File: src/rtl/flash_erase_recover.sv
module flash_erase_recover #(
  parameter int DATA_LEN  = 4,
  parameter int TIMEOUT   = 256,
  parameter int MAX_RETRY = 2
) (
  input  logic        clk,
  input  logic        rst_n,
  input  logic        start,
  input  logic        dual,
  input  logic [15:0] er_row0,
  input  logic [15:0] er_row1,
  input  logic [15:0] sub_row0,
  input  logic [15:0] sub_row1,
  input  logic [15:0] pg_row0,
  input  logic [15:0] pg_row1,
  input  logic [15:0] col_addr,
  input  logic [7:0]  din,
  input  logic        din_valid,
  output logic        din_ready,
  input  logic        fl_rb,
  input  logic [7:0]  fl_din,
  output logic        fl_we,
  output logic        fl_re,
  output logic        fl_cle,
  output logic        fl_ale,
  output logic [7:0]  fl_dq,
  output logic        done,
  output logic [1:0]  err_code
);
  localparam int IW = $clog2(DATA_LEN + 8);
  localparam int TW = $clog2(TIMEOUT + 1);
  localparam int RW = $clog2(MAX_RETRY + 2);
  localparam logic [IW-1:0] I1 = IW'(1), I2 = IW'(2), I3 = IW'(3), I4 = IW'(4), I5 = IW'(5);
  localparam logic [IW-1:0] I_LAST = IW'(4 + DATA_LEN);
  localparam logic [IW-1:0] I_QUEUE = IW'(5 + DATA_LEN);
  localparam logic [1:0] K_NONE = 2'd0, K_CMD = 2'd1, K_ADR = 2'd2, K_DAT = 2'd3;

  typedef enum logic [2:0] {S_IDLE, S_ERA, S_LOAD, S_STC, S_POLL, S_RESP, S_FIN} st_t;
  st_t st;

  logic [IW-1:0] idx;
  logic [1:0]    mask, used, err;
  logic          first, ctx, dl;
  logic [RW-1:0] retry;
  logic [TW-1:0] tcnt;
  logic [15:0]   er0, er1, sb0, sb1, pg0, pg1, col;

  logic          cb, more, fire, stall, tout, rdy;
  logic [1:0]    kind, fm;
  logic [7:0]    dq;
  logic [15:0]   erow, prow, rrow;

  assign cb   = ~mask[0];
  assign more = (mask == 2'b11);
  assign erow = cb ? (used[1] ? sb1 : er1) : (used[0] ? sb0 : er0);
  assign prow = cb ? pg1 : pg0;
  assign rrow = cb ? (used[1] ? sb1 : pg1) : (used[0] ? sb0 : pg0);

  always_comb begin
    kind = K_NONE;
    dq   = 8'h00;
    case (st)
      S_ERA:
        if (mask != 2'b00) begin
          if (idx == '0)      begin kind = K_CMD; dq = 8'h60; end
          else if (idx == I1) begin kind = K_ADR; dq = erow[7:0]; end
          else                begin kind = K_ADR; dq = erow[15:8]; end
        end else begin
          kind = K_CMD; dq = 8'hD0;
        end
      S_LOAD:
        if (idx == '0)          begin kind = K_CMD; dq = 8'h80; end
        else if (idx == I1)     begin kind = K_ADR; dq = col[7:0]; end
        else if (idx == I2)     begin kind = K_ADR; dq = col[15:8]; end
        else if (idx == I3)     begin kind = K_ADR; dq = prow[7:0]; end
        else if (idx == I4)     begin kind = K_ADR; dq = prow[15:8]; end
        else if (idx < I_QUEUE) begin kind = K_DAT; dq = din; end
        else                    begin kind = K_CMD; dq = 8'h11; end
      S_RESP:
        if (idx == '0)      begin kind = K_CMD; dq = 8'h85; end
        else if (idx == I1) begin kind = K_ADR; dq = col[7:0]; end
        else if (idx == I2) begin kind = K_ADR; dq = col[15:8]; end
        else if (idx == I3) begin kind = K_ADR; dq = rrow[7:0]; end
        else if (idx == I4) begin kind = K_ADR; dq = rrow[15:8]; end
        else                begin kind = K_CMD; dq = more ? 8'h11 : 8'h10; end
      S_STC: begin kind = K_CMD; dq = 8'h70; end
      default: ;
    endcase
  end

  assign fire      = (kind != K_NONE) && fl_rb && ((kind != K_DAT) || din_valid);
  assign din_ready = (kind == K_DAT) && fl_rb;
  assign fl_we     = fire;
  assign fl_cle    = fire && (kind == K_CMD);
  assign fl_ale    = fire && (kind == K_ADR);
  assign fl_dq     = fire ? dq : 8'h00;
  assign fl_re     = (st == S_POLL) && fl_rb;
  assign rdy       = fl_re && fl_din[6];
  assign stall     = (((kind != K_NONE) || (st == S_POLL)) && !fl_rb) ||
                     ((st == S_POLL) && fl_rb && !fl_din[6]);
  assign tout      = stall && (tcnt == TW'(TIMEOUT - 1));
  assign fm        = !fl_din[0] ? 2'b00 : !dl ? 2'b01 :
                     (|fl_din[2:1]) ? fl_din[2:1] : 2'b11;
  assign done      = (st == S_FIN);
  assign err_code  = err;

  always_ff @(posedge clk) begin
    if (!rst_n) begin
      st <= S_IDLE; idx <= '0; mask <= '0; used <= '0; err <= '0;
      first <= 1'b0; ctx <= 1'b0; dl <= 1'b0; retry <= '0; tcnt <= '0;
      er0 <= '0; er1 <= '0; sb0 <= '0; sb1 <= '0; pg0 <= '0; pg1 <= '0; col <= '0;
    end else if (start && (st == S_IDLE || st == S_FIN)) begin
      er0 <= er_row0; er1 <= er_row1; sb0 <= sub_row0; sb1 <= sub_row1;
      pg0 <= pg_row0; pg1 <= pg_row1; col <= col_addr; dl <= dual;
      st <= S_ERA; mask <= dual ? 2'b11 : 2'b01; idx <= '0; first <= 1'b1;
      used <= '0; retry <= '0; tcnt <= '0; err <= '0; ctx <= 1'b0;
    end else if (tout) begin
      st <= S_FIN; err <= 2'd1;
    end else begin
      tcnt <= stall ? tcnt + 1'b1 : '0;
      if (fire) begin
        case (st)
          S_ERA:
            if (mask != 2'b00) begin
              if (idx == I2) begin mask[cb] <= 1'b0; idx <= '0; end
              else idx <= idx + 1'b1;
            end else begin
              ctx <= 1'b0;
              if (first) begin st <= S_LOAD; mask <= dl ? 2'b11 : 2'b01; first <= 1'b0; end
              else st <= S_STC;
            end
          S_LOAD:
            if ((idx == I_LAST && !more) || idx == I_QUEUE) begin
              mask[cb] <= 1'b0; idx <= '0;
              if (!more) st <= S_STC;
            end else idx <= idx + 1'b1;
          S_RESP:
            if (idx == I5) begin
              mask[cb] <= 1'b0; idx <= '0;
              if (!more) begin st <= S_STC; ctx <= 1'b1; end
            end else idx <= idx + 1'b1;
          S_STC: st <= S_POLL;
          default: ;
        endcase
      end
      if (rdy) begin
        if (ctx) begin
          st <= S_FIN; err <= fl_din[0] ? 2'd3 : 2'd0;
        end else if (fm == 2'b00) begin
          st <= S_RESP; mask <= dl ? 2'b11 : 2'b01; idx <= '0;
        end else if (retry == RW'(MAX_RETRY)) begin
          st <= S_FIN; err <= 2'd2;
        end else begin
          retry <= retry + 1'b1; used <= used | fm; mask <= fm; idx <= '0; st <= S_ERA;
        end
      end
    end
  end

  a_r4_no_reset_cmd: assert property (@(posedge clk) disable iff (!rst_n)
    fl_cle |-> fl_dq != 8'hFF);
  a_r7_quiet_when_busy: assert property (@(posedge clk) disable iff (!rst_n)
    (fl_we || fl_re) |-> fl_rb);
  a_r3_one_strobe: assert property (@(posedge clk) disable iff (!rst_n)
    $countones({fl_re, fl_cle, fl_ale}) <= 1 && !(fl_re && fl_we));
  a_r6_retry_bound: assert property (@(posedge clk) disable iff (!rst_n)
    retry <= RW'(MAX_RETRY));
  a_r10_done_hold: assert property (@(posedge clk) disable iff (!rst_n)
    done && !start |=> done && $stable(err_code));
  a_r6_silent_when_done: assert property (@(posedge clk) disable iff (!rst_n)
    done |-> !fl_we && !fl_re && !din_ready);
  a_r2_data_taken: assert property (@(posedge clk) disable iff (!rst_n)
    (fl_we && !fl_cle && !fl_ale) |-> din_valid);
endmodule

File: config.mk
export PLATFORM = sky130hd
export DESIGN_NAME = flash_erase_recover
export DESIGN_NICKNAME = d
export VERILOG_FILES = /design/src/rtl/flash_erase_recover.sv
export SDC_FILE = /design/constraint.sdc
export NUM_CORES = 1
export LEC_CHECK = 0
export CAP_MARGIN = 20
export CORE_AREA = 2 2 122 124
export DETAILED_ROUTE_END_ITERATION = 16
export DIE_AREA = 0 0 124 126
export PLACE_DENSITY = 0.85
export SYNTH_ARGS = -nofsm -noshare
export SYNTH_HDL_FRONTEND = slang
export SYNTH_SLANG_ARGS = --single-unit
File: constraint.sdc
create_clock -name clk -period 3.4 [get_ports clk]
set_input_delay 0.34 -clock clk [delete_from_list [all_inputs] [get_ports clk]]
set_output_delay 0.34 -clock clk [all_outputs]
set_load 0.05 [all_outputs]
==> results of run 1 <==
-- power by group --
| group | switching, uW | internal [uW] |
|---|---|---|
| logic | 838 | 639 |
| registers | 243 | 1840 |
| clock network | 735 | 1160 |
-- logic make-up after synthesis --
group           after synthesis  synth area share [%]
flops                       139                  35.5
simple gates                408                  23.3
fa+ha+maj                     7                  1.12
xor+xnor                      8                 0.894
mux                          60                  9.95
compound gates              257                  24.1
buf+inv                      90                  5.17
-- cell type report --
cell class,count,area [um^2],share of cell area [%]
Tap cell,184,230,2.29
Multi-Input combinational cell,740,4680,46.6
Sequential cell,139,2780,27.7
Clock buffer,18,429,4.27
Clock inverter,13,166,1.66
Timing Repair Buffer,166,1720,17.1
Inverter,12,45.0,0.448
-- synthesized netlist by cell type, types with 7 or more instances --
cell type	n	area, um^2
a211oi_1	27	203
a21oi_1	28	140
mux4_2	14	315
nand3_1	21	105
nor2_1	42	158
buf_2	24	120
ha_1	7	87.6
inv_1	11	41.3
o21ai_0	15	75.1
nand2_1	264	991
dfxtp_1	139	2780
clkbuf_1	40	150
a21boi_1	107	803
nor2b_1	19	119
mux2i_1	43	430
buf_1	7	26.3
o21ai_1	10	50.1
nand4_1	9	56.3
nand2b_1	7	43.8
a31oi_1	7	43.8
-- per-layer routing --
layer | vias to the layer above | GRT usage, %
met1 | 3536 | 38.0
met4 | 0 | 14.9
li1 | 3611 | -
met3 | 78 | 6.25
met2 | 397 | 50.3
met5 | - | 0
-- worst max-delay path: stages, from the launching register on --
cell and delay [ps]:
dfxtp_1 760, nor2_4 110, and2_1 210, buf_6 180, mux4_2 340, a32oi_1 150
a311oi_1 580, buf_12 210
-- per-stage QoR --
stage	util (%)	instance area (um^2)	setup TNS [ps]
after global placement	65.8	9420	0
after global routing	70.2	10000	-0.702
after floorplan	-	7840	0
after CTS	70.0	10000	0
after detailed placement	65.8	9420	0
final	70.2	10000	0
-- how the worst max path moves through the flow --
| stage | start | to | slack [ps] | cells after the start |
|---|---|---|---|---|
| after detailed placement | idx[1] | fl_dq[5] | 390 | 9 |
| after global routing | idx[3] | fl_dq[5] | -0.7 | 8 |
| after CTS | idx[1] | fl_dq[5] | 50 | 9 |
| after global placement | idx[1] | fl_dq[5] | 480 | 9 |
| final | idx[3] | fl_dq[1] | 70 | 7 |
| after floorplan | idx[0] | fl_dq[1] | 210 | 8 |
-- sequential cells by signal (all words and copies together), names as in the netlist --
register / count
col: 16
er0: 16
er1: 16
pg0: 16
pg1: 16
sb0: 16
sb1: 16
tcnt: 9
idx: 4
st: 3
err_code: 2
mask: 2
retry: 2
used: 2
ctx: 1
dl: 1
first: 1
-- timing repair --
item | 4_1_cts | 5_1_grt
hold buffers | 0 | 0
gates resized for setup | 1 | 4
buffers inserted | 0 | 2
pin swaps | 0 | 1
endpoints found under the setup margin | 4 | 8
hold endpoints to repair | 0 | 0
==> results_dict.tcl, run 1 <==
set metrics [dict create \
    drive_gt1_share_pct 9.56 \
    drtIter0Drc 801 \
    synth_edf_count 0 \
    drt_first_pass_iters 5 \
    netlist_area_um2 7840 \
    tightest_slew_ps 876 \
    yosys_warnings 0 \
    synth_async_sr_flop_share_pct 0 \
    fin_nets 1217 \
    finClkSkew_ps 8.71 \
    numClockSinks 139 \
    pin_count 150 \
    setup_slack_ps 66.2 \
    pwr_density_cell_nw_per_um2 542 \
    crit_arrival_ps 2990 \
    synth_nets 1110 \
    power_uw 5450 \
    fp.dieArea_um2 15600 \
    hp-start "rst_n" \
    grt_pass1_wl_mm 36.6 \
    fin_crit_ps 3330 \
    hpwl_mm 17.7 \
    synth_ff_type "dfxtp_1" \
    grt_use_total_pct 30.6 \
    regToRegEndpoint "mask[0]" \
    rrSetupSlack_ps 780 \
    finalWirelength_mm 23.5 \
    syn_avg_cell_area_um2 8.09 \
    insertion_delay_ps 430 \
    setup_viol 0 \
    via_per_inst 5.99 \
    fp-row-count 44 \
    r2r_start "idx[0]" \
    grt_max_degree 88 \
    holdPathStages 4 \
    final_cell_mix "264 x nand2_1, 138 x dfxtp_1, 132 x clkdlybuf4s50_1" \
    hold_class "in -> reg" \
    syn_to_final_growth_pct 28.2 \
    cts_buffers 17 \
    fp.dieW_um 124 \
    placed_cells 1239 \
    status "completed" \
    report.final.slew_viol_count 0 \
    clk_pin_slew_ps 60 \
    netlist_instances 969 \
    tritoncts "yes" \
    wl_met3_mm 1.70 \
    pre_cts_ws_ps 390 \
    vias 7622 \
    r2r_cells 9 \
    met1_length_mm 9.31 \
    n_fill_cell 1149 \
    crit_type "reg -> out" \
    start_util_pct 54.8 \
    io_buffers 145 \
    drtAntennaViolNets 0 \
    worstSetupStartpointType "register" \
    cts_buffer_depth 2 \
    clock.fmax_mhz 300 \
    diodes 0 \
    period_share_pct 98.1 \
    leakage_uw 0.00365 \
    globalplace.congestion 0.990 \
    htree_levels 4 \
    ys_types 70 \
    slew_headroom_pct 41.4 \
    root_buffer "clkbuf_16" \
    ys_ff_latch 139 \
    seq_area_frac_synth_pct 35.5 \
    hold_viol 0 \
    crit_required_ps 3060 \
    grt_overflow_total 0 \
    die_y_um 126 \
    highest_layer "met4" \
    end_kind "primary output" \
    peakVddDrop_uv 384 \
    holdWs_ps 377 \
    drc 0 \
    coreArea_um2 14300 \
    grt_pass1_vias 7255 \
    met2_length_mm 11.4 \
    final_cells 1272 \
    maxCapViolations 0 \
    wl_per_cell_um 18.5 \
    worstHoldEndpoint "st[1]" \
    layout_commonest_cell "nand2_1" \
    antenna_found_initial 0 \
    cp_max_fo 18 \
]
Power figures use the tool's default switching activity.
==> inputs of run 2 (changes only) <==
SETUP_SLACK_MARGIN = 0.4   (was not set)
==> run 2 against run 1 <==
  * Utilization grew 2.7 points
  * Clock power is essentially flat
  * Via count grew 1.8%
  * Critical path type unchanged
  * Highest routed layer unchanged
==> results_dict.tcl, run 2 (synthesized netlist as in run 1, its figures left out) <==
set metrics [dict create \
    crit_arrival_ps 2660 \
    fin_crit_ps 3000 \
    io_buffers 145 \
    maxCapViolations 0 \
    ctsHoldBuffers 0 \
    grt_pass1_vias 7166 \
    antenna_found_initial 0 \
    rrSetupSlack_ps 900 \
    syn_to_final_growth_pct 33.2 \
    cts_buffers 17 \
    grt_max_degree 117 \
    clock.fmax_mhz 334 \
    fp.dieArea_um2 15600 \
    drtIter0Drc 890 \
    crit_required_ps 3060 \
    grt_overflow_total 0 \
    cts_buffer_depth 2 \
    via_per_inst 6.00 \
    period_share_pct 88.2 \
    finClkSkew_ps 4.94 \
    pwr_density_cell_nw_per_um2 528 \
    layout_commonest_cell "nand2_1" \
    drtAntennaViolNets 0 \
    hold_viol 0 \
    grt_pass1_wl_mm 37.5 \
    rsz0062_at_grt "yes" \
    drc 0 \
    peakVddDrop_uv 408 \
    hold_class "in -> reg" \
    cp_max_fo 11 \
    end_kind "primary output" \
    worstSetupStartpointType "register" \
    root_buffer "clkbuf_16" \
    crit_type "reg -> out" \
    n_fill_cell 1086 \
    critical_path.max_stage_delay_ps 360 \
    slowest_stage "dfxtp_2" \
    crit_buf_inv 3 \
    setup_slack_ps 402 \
    status "completed" \
    start_util_pct 54.8 \
    hpwl_mm 17.1 \
    crit_chain "inv_2 -> buf_4 -> ha_4 -> and3b_2 -> a22oi_1 -> o211ai_1 -> a21oi_1 -> nor4_1 -> nor3_2 -> buf_12" \
    clk_pin_slew_ps 60 \
    slew_headroom_pct 52.3 \
    htree_levels 4 \
    finalWirelength_mm 24.6 \
    coreArea_um2 14300 \
    report.final.slew_viol_count 0 \
    grt_use_total_pct 31.5 \
    diodes 0 \
    leakage_uw 0.00380 \
    numClockSinks 139 \
    fp-row-count 44 \
    wl_per_cell_um 19.0 \
    globalplace.congestion 1.00 \
    final_cell_mix "263 x nand2_1, 132 x clkdlybuf4s50_1, 129 x dfxtp_1" \
    crit_family "simple AND/OR/NAND/NOR gates" \
    fp.dieW_um 124 \
    tritoncts "yes" \
    drt_first_pass_iters 7 \
    pre_cts_ws_ps 507 \
    vias 7763 \
    drive_gt1_share_pct 14.7 \
    die_y_um 126 \
    fin_nets 1237 \
    pin_count 150 \
    setup_viol 0 \
    tightest_slew_ps 716 \
    insertion_delay_ps 430 \
    fin_tns_setup_ps 0 \
]
run 2: cell types whose count changed in the layout (fill, tap and decap cells not counted), sizes merged, moves of 2 or more:
cell,delta
buf,+19
clkbuf,+5
clkinv,+2
inv,-4
run 2: path summary, 6_finish.rpt:
kind,startpoint,end,cells past startpoint
setup / recovery,idx[1],fl_dq[4],10
hold / removal,er_row1[6],er1[6],3
setup reg to reg,idx[1],mask[0],12
hold reg to reg,col[10],col[10],2
run 2: where the power goes:
part / switching [uW] / leakage (uW) / internal, uW
combinational: 883 / 0.00235 / 655
clock: 720 / 0.000300 / 1180
sequential: 239 / 0.00114 / 1840
total: 1840 / 0.00380 / 3670
run 2: tightest hold or removal path: stages:
cell and delay (ps):
clkdlybuf4s50_1 390, nand2_1 50, a21boi_1 50
run 2: area by class of cell:
class	instances	area, um^2	share of cell area [%]
clock buffers	23	498	4.77
clock inverters	9	109	1.04
inverters	12	45.0	0.431
multi-input cells	740	4850	46.4
flip-flops and latches	139	2800	26.8
well taps	184	230	2.20
repair buffers	186	1910	18.3
run 2: metal layers:
layer / vias to the layer above / track usage, % / wire [um]
li1: 3652 / - / -
met1: 3592 / 38.8 / 9770
met2: 414 / 50.8 / 11500
met3: 105 / 8.42 / 1970
met4: 0 / 15.6 / 1290
met5: - / 0 / 0
run 2: timing repair:
action / CTS / global route
endpoints found under the setup margin: 12 / 11
pin swaps: 6 / 7
buffers inserted: 12 / 4
resized for setup: 32 / 22
cloned: 1 / 0
run 2: per-stage QoR:
| stage | utilization [%] | instance area (um^2) | power [uW] | std cells | hold WS [ps] |
|---|---|---|---|---|---|
| 6_report | 72.9 | 10400 | 5510 | 1293 | 451 |
| 5_1_grt | 72.9 | 10400 | 5730 | 1293 | 454 |
| 4_1_cts | 72.2 | 10300 | 5460 | 1289 | 448 |
| 3_5_place_dp | 66.3 | 9480 | 3540 | 1244 | 445 |
| 3_3_place_gp | 66.3 | 9480 | 3510 | 1244 | 442 |
| 2_1_floorplan | - | 7860 | 3020 | 969 | 430 |
==> inputs of run 3 (changes only) <==
==> constraint.sdc (replaced) <==
create_clock -name clk -period 3.4 [get_ports clk]
set_input_delay 1.02 -clock clk [delete_from_list [all_inputs] [get_ports clk]]
set_output_delay 1.02 -clock clk [all_outputs]
set_load 0.05 [all_outputs]
==> run 3 against run 2 <==
  * The run now ends with setup timing left
  * Sequential share of layout area fell by 1.3 points
  * Final cell count rose by 2.3%
  * Maximum frequency fell by 17%
  * Count of clock-buffer cells in the layout fell by 2
  * Hold slack improved by 4.2 ps
  * Critical path depth did not move
  * Global-route usage rose by 1.0 points
  * Die area did not move
  * Combinational power rose by 12%
  * Clock power fell by 4%
  * Wire length rose by 3.5%
  * Sequential power barely moved
  * Largest cell class unchanged
  * Largest power group unchanged
  * Highest routed layer unchanged
==> results_dict.tcl, run 3 (synthesized netlist as in run 1, its figures left out) <==
set metrics [dict create \
    fin_crit_ps 3600 \
    ctsHoldBuffers 0 \
    rsz0062_at_grt "yes" \
    clk_pin_slew_ps 60 \
    root_buffer "clkbuf_16" \
    leakage_uw 0.00403 \
    clock.fmax_mhz 278 \
    final_cells 1323 \
    hold_class "reg -> reg" \
    period_share_pct 106 \
    fin_nets 1267 \
    drive_gt1_share_pct 18.6 \
    insertion_delay_ps 430 \
    antenna_found_initial 0 \
    finalWirelength_mm 25.4 \
    multiInputGateArea_um2 5090 \
    vias 7932 \
    numClockSinks 139 \
    register_area_um2 2790 \
    grt_overflow_total 0 \
    peakVddDrop_uv 386 \
    coreArea_um2 14300 \
    violations "setup timing" \
    setup_slack_ps -201 \
    syn_to_final_growth_pct 39.6 \
    tritoncts "yes" \
    placed_cell_area_um2 9850 \
    critical_path.max_stage_delay_ps 520 \
    placed_cells 1270 \
    drt_first_pass_iters 6 \
    grt_use_total_pct 32.6 \
    crit_type "reg -> out" \
    hp-start "err_code[1]" \
    start_util_pct 54.8 \
    cp_max_fo 6 \
    htree_levels 4 \
    grt_max_degree 117 \
    rrSetupSlack_ps 980 \
    wl_per_cell_um 19.2 \
    drtIter0Drc 803 \
    crit_required_ps 2380 \
    hold_viol 0 \
    grt_pass1_wl_mm 38.7 \
    crit_arrival_ps 2580 \
    globalplace.congestion 1.04 \
    cts_buffer_depth 2 \
    finClkSkew_ps 7.58 \
    n_fill_cell 1041 \
    cts_buffers 17 \
    layout_commonest_cell "nand2_1" \
    tightest_slew_ps 591 \
    report.final.slew_viol_count 0 \
    fp-row-count 44 \
    diodes 0 \
    crit_chain "inv_4 -> ha_4 -> and2_4 -> buf_12 -> buf_16 -> mux4_2 -> a32oi_1 -> buf_4 -> a311oi_4 -> buf_6" \
    status "complete, but fails checks" \
    slew_headroom_pct 60.1 \
    setup_viol 11 \
    pin_count 150 \
    maxCapViolations 0 \
    drc 0 \
    via_per_inst 6.00 \
    pwr_density_cell_nw_per_um2 511 \
    drtAntennaViolNets 0 \
    worstSetupStartpointType "register" \
    end_kind "primary output" \
    r2r_start "idx[1]" \
    hpwl_mm 17.8 \
    final_cell_mix "261 x nand2_1, 135 x dfxtp_1, 129 x clkdlybuf4s50_1" \
    slowest_stage "mux4_2" \
    die_y_um 126 \
    io_buffers 145 \
    design_area_um2 10900 \
    critical_path.startpoint "idx[1]" \
    fp.dieW_um 124 \
    fp.dieArea_um2 15600 \
    grt_pass1_vias 7438 \
]
-- run 3: cell types whose count changed in the layout (fill, tap and decap cells not counted), moves of 3 or more --
cell / before / now
clkdlybuf4s50_1: 132 / 129
buf_8: 0 / 4
inv_6: 1 / 4
dfxtp_2: 8 / 2
buf_4: 39 / 54
o21ai_2: 0 / 3
dfxtp_1: 129 / 135
buf_6: 0 / 13
-- run 3: cell type report --
type / instances / share of cell area (%)
clock buffers: 21 / 4.30
well taps: 184 / 2.10
flip-flops and latches: 139 / 25.5
clock inverters: 11 / 0.995
repair buffers: 216 / 20.0
multi-input cells: 740 / 46.6
inverters: 12 / 0.457
-- run 3: timing repair --
item / CTS / global route
setup buffers: 13 / 7
endpoints found under the setup margin: 14 / 12
gates resized for setup: 64 / 18
pin swaps: 20 / 20
hold endpoints to repair: 0 / 0
cloned: 1 / 0
-- run 3: worst max-delay path: cells and delay by family, from the launching register on --
kind	cells	cell delay (ps)
AO/OA/AOI/OAI	2	290
flip-flops	1	360
buffers and inverters	5	670
adder cells (fa/ha/maj)	1	140
multiplexers	1	520
AND/OR/NAND/NOR	1	170
-- run 3: final timing paths --
path,end,depth (start not counted)
max,fl_dq[1],10
min,err_code[1],2
max reg2reg,mask[0],11
min reg2reg,err_code[1],2
-- run 3: stage by stage --
| step | setup TNS (ps) | setup slack [ps] | hold slack (ps) | power, uW | utilization [%] |
|---|---|---|---|---|---|
| floorplan | 0 | 315 | 430 | 3090 | - |
| global placement | -731 | -222 | 440 | 3650 | 68.8 |
| detailed placement | -807 | -247 | 446 | 3680 | 68.8 |
| CTS | -1260 | -184 | 456 | 5530 | 75.6 |
| global route | -2080 | -246 | 478 | 5820 | 76.4 |
| finish | -1490 | -201 | 455 | 5590 | 76.4 |
-- run 3: power breakdown --
| part | internal (uW) | switching, uW | total (uW) |
|---|---|---|---|
| clock | 1070 | 745 | 1820 |
| sequential | 1840 | 217 | 2050 |
| combinational | 751 | 967 | 1720 |
| total | 3660 | 1930 | 5590 |
-- run 3: per-layer routing --
metal	vias to the layer above	routed length, um	global-route usage (%)
met5	-	0	0
met2	406	12100	52.4
met4	0	1300	15.9
met3	99	1840	6.93
met1	3714	10200	41.2
li1	3713	-	-
